File: src/rtl/uf_pkg.sv
package uf_pkg;

    // Control register bit positions; software and the bench depend on them.
    localparam int unsigned CB_EN      = 0;
    localparam int unsigned CB_RXCLR   = 1;
    localparam int unsigned CB_TXCLR   = 2;
    localparam int unsigned CB_DMA     = 3;
    localparam int unsigned CB_TRIG_LO = 6;
    localparam int unsigned CB_TRIG_HI = 7;

    typedef enum logic [1:0] {
        TO_IDLE  = 2'd0,
        TO_COUNT = 2'd1,
        TO_FIRED = 2'd2
    } to_state_e;

    // Receive trigger selection to byte count.
    function automatic int unsigned trig_bytes(input logic [1:0] sel);
        unique case (sel)
            2'b00:   trig_bytes = 1;
            2'b01:   trig_bytes = 4;
            2'b10:   trig_bytes = 8;
            default: trig_bytes = 14;
        endcase
    endfunction

endpackage

File: src/rtl/uf_fifo.sv
module uf_fifo #(
    parameter int unsigned DW    = 8,
    parameter int unsigned DEPTH = 16,
    localparam int unsigned AW   = $clog2(DEPTH),
    localparam int unsigned LW   = AW + 1
) (
    input  logic          clk,
    input  logic          rst_n,
    input  logic          en,
    input  logic          flush,
    input  logic          push,
    input  logic [DW-1:0] wdata,
    input  logic          pop,
    output logic [DW-1:0] rdata,
    output logic          full,
    output logic          empty,
    output logic [LW-1:0] level,
    output logic          accepted
);

    logic [DW-1:0] mem [DEPTH];
    logic [LW-1:0] wptr_q, rptr_q;
    logic          push_ok, pop_ok;

    assign level    = wptr_q - rptr_q;
    assign full     = (level == LW'(DEPTH));
    assign empty    = (level == '0);
    assign push_ok  = en && push && !full;
    assign pop_ok   = en && pop && !empty;
    assign accepted = push_ok || pop_ok;
    assign rdata    = mem[rptr_q[AW-1:0]];

    always_ff @(posedge clk or negedge rst_n) begin
        if (!rst_n) begin
            wptr_q <= '0;
            rptr_q <= '0;
        end else if (flush) begin
            wptr_q <= '0;
            rptr_q <= '0;
        end else begin
            if (push_ok) wptr_q <= wptr_q + 1'b1;
            if (pop_ok)  rptr_q <= rptr_q + 1'b1;
        end
    end

    always_ff @(posedge clk) begin
        if (push_ok && !flush) mem[wptr_q[AW-1:0]] <= wdata;
    end


    no_overflow_chk: assert property (@(posedge clk) disable iff (!rst_n)
        level <= LW'(DEPTH));


    full_hold_chk: assert property (@(posedge clk) disable iff (!rst_n)
        (full && !pop && !flush) |=> full);


    flush_empties_chk: assert property (@(posedge clk) disable iff (!rst_n)
        flush |=> empty);

endmodule

File: src/rtl/uf_ctrl.sv
module uf_ctrl
    import uf_pkg::*;
(
    input  logic       clk,
    input  logic       rst_n,
    input  logic       we,
    input  logic [7:0] wdata,
    output logic       fifo_en,
    output logic       dma_mode,
    output logic [1:0] trig_sel,
    output logic       rx_flush,
    output logic       tx_flush
);

    logic en_change;
    logic unused_bits;

    assign unused_bits = ^wdata[5:4];
    assign en_change   = we && (wdata[CB_EN] != fifo_en);
    assign rx_flush    = en_change || (we && fifo_en && wdata[CB_RXCLR]);
    assign tx_flush    = en_change || (we && fifo_en && wdata[CB_TXCLR]);

    always_ff @(posedge clk or negedge rst_n) begin
        if (!rst_n) begin
            fifo_en  <= 1'b0;
            dma_mode <= 1'b0;
            trig_sel <= 2'b00;
        end else if (we) begin
            fifo_en <= wdata[CB_EN];
            if (fifo_en) begin
                dma_mode <= wdata[CB_DMA];
                trig_sel <= wdata[CB_TRIG_HI:CB_TRIG_LO];
            end
        end
    end


    locked_bits_chk: assert property (@(posedge clk) disable iff (!rst_n)
        !fifo_en |=> $stable(dma_mode) && $stable(trig_sel));

endmodule

File: src/rtl/uf_timeout.sv
module uf_timeout
    import uf_pkg::*;
#(
    parameter int unsigned TICKS = 4,
    localparam int unsigned CW   = $clog2(TICKS + 1)
) (
    input  logic clk,
    input  logic rst_n,
    input  logic nonempty,
    input  logic activity,
    input  logic tick,
    output logic fired
);

    localparam logic [CW-1:0] LAST = CW'(TICKS - 1);

    to_state_e     state_q, state_d;
    logic [CW-1:0] cnt_q, cnt_d;

    always_ff @(posedge clk or negedge rst_n) begin
        if (!rst_n) begin
            state_q <= TO_IDLE;
            cnt_q   <= '0;
        end else begin
            state_q <= state_d;
            cnt_q   <= cnt_d;
        end
    end

    always_comb begin
        state_d = state_q;
        cnt_d   = cnt_q;
        unique case (state_q)
            TO_IDLE: begin
                if (nonempty) begin
                    state_d = TO_COUNT;
                    cnt_d   = '0;
                end
            end
            TO_COUNT: begin
                if (!nonempty) begin
                    state_d = TO_IDLE;
                end else if (activity) begin
                    cnt_d = '0;
                end else if (tick) begin
                    if (cnt_q == LAST) state_d = TO_FIRED;
                    else               cnt_d   = cnt_q + 1'b1;
                end
            end
            TO_FIRED: begin
                if (!nonempty) begin
                    state_d = TO_IDLE;
                end else if (activity) begin
                    state_d = TO_COUNT;
                    cnt_d   = '0;
                end
            end
            default: state_d = TO_IDLE;
        endcase
    end

    always_comb begin
        fired = (state_q == TO_FIRED);
    end


    fired_has_data_chk: assert property (@(posedge clk) disable iff (!rst_n)
        fired |-> $past(nonempty));


    count_bound_chk: assert property (@(posedge clk) disable iff (!rst_n)
        cnt_q <= LAST);


    quiet_idle_chk: assert property (@(posedge clk) disable iff (!rst_n)
        !nonempty |=> !fired);

endmodule

File: src/rtl/uart_fifo_dma.sv
module uart_fifo_dma
    import uf_pkg::*;
#(
    parameter int unsigned DW        = 8,
    parameter int unsigned DEPTH     = 16,
    parameter int unsigned TO_TICKS  = 4,
    localparam int unsigned LW       = $clog2(DEPTH) + 1
) (
    input  logic          clk,
    input  logic          rst_n,
    input  logic          cfg_we,
    input  logic [7:0]    cfg_wdata,
    input  logic          rx_push,
    input  logic [DW-1:0] rx_push_data,
    input  logic          rx_pop,
    output logic [DW-1:0] rx_pop_data,
    input  logic          tx_push,
    input  logic [DW-1:0] tx_push_data,
    input  logic          tx_pop,
    output logic [DW-1:0] tx_pop_data,
    input  logic          char_tick,
    output logic          rx_dma_req,
    output logic          tx_dma_req,
    output logic          rx_full,
    output logic          rx_empty,
    output logic [LW-1:0] rx_level,
    output logic          tx_full,
    output logic          tx_empty,
    output logic [LW-1:0] tx_level
);

    logic       fifo_en, dma_mode, rx_flush, tx_flush;
    logic [1:0] trig_sel;
    logic       rx_acc, tx_acc_unused, to_fired, dma_on, rx_at_trig;

    uf_ctrl u_ctrl (
        .clk      (clk),
        .rst_n    (rst_n),
        .we       (cfg_we),
        .wdata    (cfg_wdata),
        .fifo_en  (fifo_en),
        .dma_mode (dma_mode),
        .trig_sel (trig_sel),
        .rx_flush (rx_flush),
        .tx_flush (tx_flush)
    );

    uf_fifo #(.DW(DW), .DEPTH(DEPTH)) u_rx_fifo (
        .clk      (clk),
        .rst_n    (rst_n),
        .en       (fifo_en),
        .flush    (rx_flush),
        .push     (rx_push),
        .wdata    (rx_push_data),
        .pop      (rx_pop),
        .rdata    (rx_pop_data),
        .full     (rx_full),
        .empty    (rx_empty),
        .level    (rx_level),
        .accepted (rx_acc)
    );

    uf_fifo #(.DW(DW), .DEPTH(DEPTH)) u_tx_fifo (
        .clk      (clk),
        .rst_n    (rst_n),
        .en       (fifo_en),
        .flush    (tx_flush),
        .push     (tx_push),
        .wdata    (tx_push_data),
        .pop      (tx_pop),
        .rdata    (tx_pop_data),
        .full     (tx_full),
        .empty    (tx_empty),
        .level    (tx_level),
        .accepted (tx_acc_unused)
    );

    uf_timeout #(.TICKS(TO_TICKS)) u_timeout (
        .clk      (clk),
        .rst_n    (rst_n),
        .nonempty (!rx_empty),
        .activity (rx_acc || rx_flush),
        .tick     (char_tick),
        .fired    (to_fired)
    );

    assign dma_on     = fifo_en && dma_mode;
    assign rx_at_trig = (rx_level >= LW'(trig_bytes(trig_sel)));
    assign rx_dma_req = dma_on && (rx_at_trig || to_fired);
    assign tx_dma_req = dma_on && !tx_full;


    dma_gate_chk: assert property (@(posedge clk) disable iff (!rst_n)
        !fifo_en |-> !rx_dma_req && !tx_dma_req);


    en_change_flush_chk: assert property (@(posedge clk) disable iff (!rst_n)
        $changed(fifo_en) |-> rx_empty && tx_empty);


    tx_full_quiet_chk: assert property (@(posedge clk) disable iff (!rst_n)
        tx_full |-> !tx_dma_req);


    disabled_empty_chk: assert property (@(posedge clk) disable iff (!rst_n)
        !fifo_en |=> rx_empty && tx_empty);

endmodule

File: config.mk
export PLATFORM = sky130hd
export DESIGN_NAME = uart_fifo_dma
export DESIGN_NICKNAME = d
export VERILOG_FILES = /design/src/rtl/uf_pkg.sv /design/src/rtl/uf_fifo.sv /design/src/rtl/uf_ctrl.sv /design/src/rtl/uf_timeout.sv /design/src/rtl/uart_fifo_dma.sv
export SDC_FILE = /design/constraint.sdc
export NUM_CORES = 1
export LEC_CHECK = 0
export ABC_AREA = 1
export ABC_CLOCK_PERIOD_IN_PS = 7300
export BUFFER_PORTS_ARGS = -buffer_cell sky130_fd_sc_hd__buf_2
export CELL_PAD_IN_SITES_DETAIL_PLACEMENT = 0
export CELL_PAD_IN_SITES_GLOBAL_PLACEMENT = 1
export CORE_ASPECT_RATIO = 2
export CORE_MARGIN = 2
export CORE_UTILIZATION = 50
export CTS_CLUSTER_DIAMETER = 200
export DETAILED_ROUTE_END_ITERATION = 10
export PLACE_DENSITY = 0.88
export SKIP_LAST_GASP = 1
export SLEW_MARGIN = 20
export SYNTH_ARGS = -nofsm -noshare
export SYNTH_HDL_FRONTEND = slang
export SYNTH_SLANG_ARGS = --single-unit
File: constraint.sdc
create_clock -name clk -period 7.3 [get_ports clk]
set_clock_uncertainty 0.1 [all_clocks]
set_input_delay 1.46 -clock clk [delete_from_list [all_inputs] [get_ports clk]]
set_output_delay 1.46 -clock clk [all_outputs]
set_load 0.005 [all_outputs]
==> flow_summary.ini, run 1 <==
[run_status]
outcome = completed

[sta]
hold_viol = 0
maxSlewViolCount = 0
finalSetupViolCount = 0
fin_crit_ns = 4.71
finalSetupTns_ns = 0
fin_ws_ns = 2.59
max_freq_mhz = 212
slew_headroom = 0.239
timing.final.crit_share = 0.645
max_slew.worst_pin.slew_ns = 1.14
rsz0062_at_grt = no

[critical_path]
start_kind = flip-flop
critPathKind = flip-flop to output pin
critical_path_required_ns = 5.74
path_max_fanout = 68
regToRegSetupSlack_ns = 3.44
worstPathArrival_ns = 3.15
critPathCaptureType = output pin
ff2ff_path_depth = 10
r2r_start = u_rx_fifo.rptr_q[0]
rr_endpoint = u_rx_fifo.mem[12][2]

[cells_and_area]
syn_to_final_growth_pct = 11.0
final_common_cell = edfxtp_1
final_cell_mix = 256 x edfxtp_1, 182 x nor2_1, 145 x o21ai_0, 104 x nand2_1, 61 x buf_2
instances_no_fill = 1387
final_nets = 1141
fin_util = 0.566
drive_gt1_frac = 0.117

[global_route]
grt_start_max_net_pins = 69
overflow = 0
antenna_found_initial = 1
grtUsageTotal = 0.216
grt_pass1_wl_um = 42100
grt_pass1_vias = 8158

[detailed_routing]
avgViaCountPerCell = 5.80
wl_per_cell_um = 20.1
wl_um = 27900
dr.pass1.iters = 4
ant_nets = 0
routed-via-count = 8044
post-route-drc-count = 0
initialDrtViolationCount = 467

[cts]
numClockSinks = 285
cts.repair.resized = 0
cts_tree = yes
cts_hold_buf = 0
htree_levels = 1
clk_latency_ns = 0.52
clk_pin_slew_ns = 0.07
cts_setup_buffers = 0
clockBufferDepth = 3
cts-buffers-inserted = 24
root_buffer = clkbuf_16

[synthesis]
syn_area_per_cell_um2 = 11.8
syn_nets = 1089
syn-cell-area_mm2 = 0.0122
ys_ff_latch = 285
yosysUniqueCellTypes = 38
yosysSeqAreaShare = 0.690
yosysWarnings = 0
postSynthCellCount = 1031

[floorplan]
die_h_um = 225
die_x_um = 114
dieArea_mm2 = 0.0257
initial_core_util = 0.509
core_mm2 = 0.0239
rows = 80
ios = 64

[hold_path]
holdPathEnd = u_timeout.cnt_q[0]
hold_class = flip-flop to flip-flop
hold_depth = 1
hold_start = u_timeout.cnt_q[0]

[run]
maxCapViolCount = 0

[placed_design]
hpwl_um = 18700
port_buffers = 61
dp.cells = 1344
dp_slack_ns = 3.10
gp_congestion = 0.803

[pwr]
p_leak_nw = 4.81
pwr-share-comb = 0.286
powerDensity_mw_per_mm2 = 319
p_seq_frac = 0.427
worst_ir_drop_vdd_mv = 0.314
switching_power_mw = 1.39
p_int_mw = 2.93
clkPwrFrac = 0.287
swShare = 0.322
flip-flops by register name, indices dropped and copies added (netlist names):
register	count
u_tx_fifo.mem	128
u_ctrl.fifo_en	1
u_timeout.state_q	2
u_ctrl.dma_mode	1
u_timeout.cnt_q	3
u_rx_fifo.mem	128
u_rx_fifo.rptr_q	5
u_ctrl.trig_sel	2
u_tx_fifo.rptr_q	5
u_tx_fifo.wptr_q	5
u_rx_fifo.wptr_q	5
layer usage:
metal | track usage | wire length [µm]
met4 | 0.137 | 1670
met5 | 0 | 0
met3 | 0.0248 | 974
met1 | 0.199 | 9180
met2 | 0.429 | 16100
cell usage after synthesis, drive strengths merged:
cell type / instances / area share
edfxtp: 256 / 0.63
nor2: 187 / 0.059
o21ai: 151 / 0.063
nand2: 109 / 0.035
inv: 54 / 0.017
nand3: 49 / 0.023
clkbuf: 46 / 0.014
o22ai: 40 / 0.021
dfrtp: 29 / 0.060
ha: 24 / 0.025
o221ai: 24 / 0.017
a21oi: 13 / 0.0053
nor3: 10 / 0.0045
o211ai: 8 / 0.0049
xor2: 6 / 0.0043
xnor2: 4 / 0.0029
nand3b: 3 / 0.0018
nor3b: 3 / 0.0018
a211oi: 2 / 0.0012
buf: 2 / 0.00092
fa: 2 / 0.0033
nand4: 2 / 0.0010
o21a: 2 / 0.0012
or2: 2 / 0.0010
a21boi: 1 / 0.00062
clkinv: 1 / 0.00031
o31ai: 1 / 0.00062
worst max-delay path, cell delays in order, from the launching register on:
cell and delay, ns:
dfrtp_2 0.39, buf_4 0.31, ha_1 0.33, fa_1 0.52
inv_1 0.06, ha_1 0.27, a21boi_0 0.17, o21a_1 0.12
o21ai_0 0.07, a211oi_1 0.23, buf_2 0.16
through the flow:
step                      hold slack (ns)  cell area, µm²  power, mW
after global placement              0.372           12800       3.09
final                               0.390           13500       4.32
after detailed placement            0.388           12800       3.12
after floorplan                     0.345           12200       2.69
after CTS                           0.397           13500       4.35
after global routing                0.418           13500       4.53
worst max path at each step:
stage | slack, ns | cells after the start | to | startpoint
after floorplan | 3.67 | 8 | rx_dma_req | u_rx_fifo.wptr_q[0]
after global placement | 3.11 | 10 | rx_dma_req | u_rx_fifo.rptr_q[0]
after detailed placement | 3.10 | 10 | rx_dma_req | u_rx_fifo.rptr_q[0]
after CTS | 2.52 | 10 | rx_dma_req | u_rx_fifo.rptr_q[0]
after global routing | 2.42 | 8 | rx_pop_data[7] | u_rx_fifo.rptr_q[0]
final | 2.59 | 10 | rx_dma_req | u_rx_fifo.rptr_q[0]
kinds of logic (layout without fill, tap and decap cells):
family / count (synthesis) / after routing / synth area share
and+or+nand+nor: 365 / 365 / 0.128
DFF: 285 / 285 / 0.690
xor gates and xnor gates: 10 / 10 / 0.00719
AOI/OAI and AO/OA: 242 / 242 / 0.115
adders and majority gates: 26 / 26 / 0.0279
other: 0 / 1 / 0
buffers and inverters: 103 / 171 / 0.0320
area by class of cell:
class	count	area (µm²)
Inverter	55	206
Clock buffer	29	619
Clock inverter	13	134
Sequential cell	285	8420
Fill cell	2016	10400
Antenna cell	1	2.50
Multi-Input combinational cell	643	3390
Tap cell	287	359
Timing Repair Buffer	74	403
power groups by stage:
stage	logic (mW)	clock network, mW	registers [mW]
floorplan	0.805	0	1.88
global placement	1.21	0	1.88
detailed placement	1.24	0	1.88
CTS	1.24	1.26	1.84
global route	1.37	1.31	1.85
finish	1.23	1.24	1.84
No activity file was read; power rests on OpenSTA's default activity.
==> run 2: changes to the inputs <==
- ABC_AREA: 1 -> 0
- ABC_CLOCK_PERIOD_IN_PS: 7300 -> 3900
- CORE_UTILIZATION: 50 -> 48
- PLACE_DENSITY: 0.88 -> 0.84
- clock period: 7.3 -> 3.9 ns (I/O delays scaled with it)
==> run 2 against run 1 <==
Compared with the run above: global-route usage fell by 3.7 points; synthesized cell count fell by 37%; area after synthesis down 1.0%; clock power is 88% higher; routed wire length fell by 17%; largest cell class unchanged.
==> flow_summary.ini, run 2 <==
[cells_and_area]
register_area_mm2 = 0.00842
syn_to_final_growth_pct = 13.3
fin_util = 0.548
design_area_mm2 = 0.0137
fillers = 1907
final_common_cell = edfxtp_1
multiInputGateArea_mm2 = 0.00350
drive_gt1_frac = 0.309
insertedDiodeCount = 0
final_cell_mix = 256 x edfxtp_1, 80 x mux4_2, 61 x buf_2, 34 x nand2_1
final_nets = 787

[floorplan]
die_x_um = 116
dieArea_mm2 = 0.0265
ios = 64
rows = 82
initial_core_util = 0.484
core_mm2 = 0.0249
die_h_um = 228

[sta]
maxSlewViolCount = 0
fin_crit_ns = 3.77
max_slew.worst_pin.slew_ns = 0.695
max_freq_mhz = 266
finalHoldWorstSlack_ns = 0.202
finalSetupViolCount = 0
hold_viol = 0
rsz0062_at_grt = yes
timing.final.crit_share = 0.966
slew_headroom = 0.537

[global_route]
antenna_found_initial = 0
grt_pass1_vias = 6486
grtUsageTotal = 0.180
grt_start_max_net_pins = 37
overflow = 0
grt_pass1_wl_um = 36100

[cts]
cts_tree = yes
numClockSinks = 285
clk_pin_slew_ns = 0.07
root_buffer = clkbuf_16
clockBufferDepth = 3
cts_hold_buf = 0
cts-buffers-inserted = 24
htree_levels = 1
clk_latency_ns = 0.52

[synthesis]
synthAdderAreaFrac = 0.0282
async_reset_ff_frac = 0.102
post-synth-top-count-cell = edfxtp_1
synth_xor_area_frac = 0.0115
syn-cell-area_mm2 = 0.0121
synthDominantAreaCellType = edfxtp_1
ys_ff_latch = 285
yosysSeqAreaShare = 0.698
synth_top_area_frac = 0.637
yosysUniqueCellTypes = 54
syn_area_per_cell_um2 = 18.7
synth_top_family_by_area = multiplexers
ys.flop_type = edfxtp_1
synth-compound-area-share = 0.0252
synth-edff-count = 256
yosysWarnings = 0
syn_nets = 704
synth-simple-area-share = 0.0611
synth_area_leaders = edfxtp_1 64%, mux4_2 15%, dfrtp_1 6.0%
synthMuxAreaShare = 0.160
postSynthCellCount = 646
synth_commonest_cells = 256 x edfxtp_1, 80 x mux4_2, 34 x nand2_1

[placed_design]
place_area_mm2 = 0.0129
port_buffers = 61
hpwl_um = 16200
gp_congestion = 0.801

[critical_path]
path_max_fanout = 5
slowest_delay_ns = 0.45
start_kind = flip-flop
critPathSlowestCell = fa_1
worstPathArrival_ns = 2.89
critical_path_required_ns = 3.02
crit_top_cell = nor2_1
critPathKind = flip-flop to output pin
ff2ff_path_depth = 8
worstPathCellList = inv_1 -> ha_1 -> fa_1 -> xnor2_1 -> nor2_1 -> mux2_2 -> and2_1 -> nor2_1 -> buf_2
critPathCaptureType = output pin

[detailed_routing]
avgViaCountPerCell = 5.57
ant_nets = 0
routed-via-count = 6024
wl_per_cell_um = 21.3
dr.pass1.iters = 4
post-route-drc-count = 0
wl_um = 23000
initialDrtViolationCount = 308

[pwr]
worst_ir_drop_vdd_mv = 0.588
power_mw = 8.14
powerDensity_mw_per_mm2 = 596
p_leak_nw = 4.65

[hold_path]
hold_class = primary input to async pin

[run]
maxCapViolCount = 0

[run_status]
outcome = completed
==> run 2: final cells by class <==
type,instances,area share
Sequential cell,285,0.616
Timing Repair Buffer,85,0.0355
Clock buffer,26,0.0445
Tap cell,336,0.0308
Multi-Input combinational cell,313,0.256
Inverter,20,0.00549
Clock inverter,16,0.0115
==> run 2: worst paths after layout <==
kind                                      from                   to  slack [ns]
max in group asynchronous                rst_n  u_tx_fifo.rptr_q[0]        3.01
setup reg to reg           u_tx_fifo.wptr_q[0]  u_tx_fifo.mem[0][1]        0.27
min in group clk                  cfg_wdata[6]   u_ctrl.trig_sel[0]        0.40
hold reg to reg             u_timeout.cnt_q[2]   u_timeout.cnt_q[2]        0.41
hold / removal                           rst_n  u_tx_fifo.rptr_q[4]        0.20
setup / recovery           u_tx_fifo.wptr_q[0]           tx_dma_req        0.13
==> run 2: power breakdown <==
| group | internal (mW) | switching (mW) |
|---|---|---|
| sequential | 3.44 | 0.0759 |
| combinational | 1.11 | 1.19 |
| clock | 1.27 | 1.05 |
==> run 2: kinds of logic (layout without fill, tap and decap cells) <==
logic type      count (synthesis)  in the layout
compound gates                 44             44
fa+ha+maj                      26             26
flops                         285            285
simple gates                  136            136
mux                            92             92
buf+inv                        48            147
xor+xnor                       15             15
==> run 2: per-stage QoR <==
step,setup TNS (ns),std cells,setup slack [ns]
2_1_floorplan,0,646,0.363
3_3_place_gp,0,1039,0.533
3_5_place_dp,0,1039,0.380
4_1_cts,0,1081,0.0687
5_1_grt,-0.0833,1081,-0.0833
6_report,0,1081,0.134
==> run 2: per-layer routing <==
metal  GRT usage  routed length (µm)  vias up
met4      0.0573                 582        0
met2       0.352               13800       98
met3      0.0218                 602       39
met1       0.194                8020     3123
met5           0                   0        -
li1            -                   -     2764
==> run 2: what timing repair did <==
action / in CTS / in global routing
gates resized for setup: 0 / 3
setup endpoints to repair: 0 / 4
setup buffers: 0 / 0
==> run 2: critical path, delay by kind of cell (launching register included) <==
family / cells / cell delay (ns)
fa+ha+maj: 2 / 0.68
buf+inv: 2 / 0.24
mux: 1 / 0.31
simple gates: 3 / 0.41
xor+xnor: 1 / 0.30
flops: 1 / 0.44
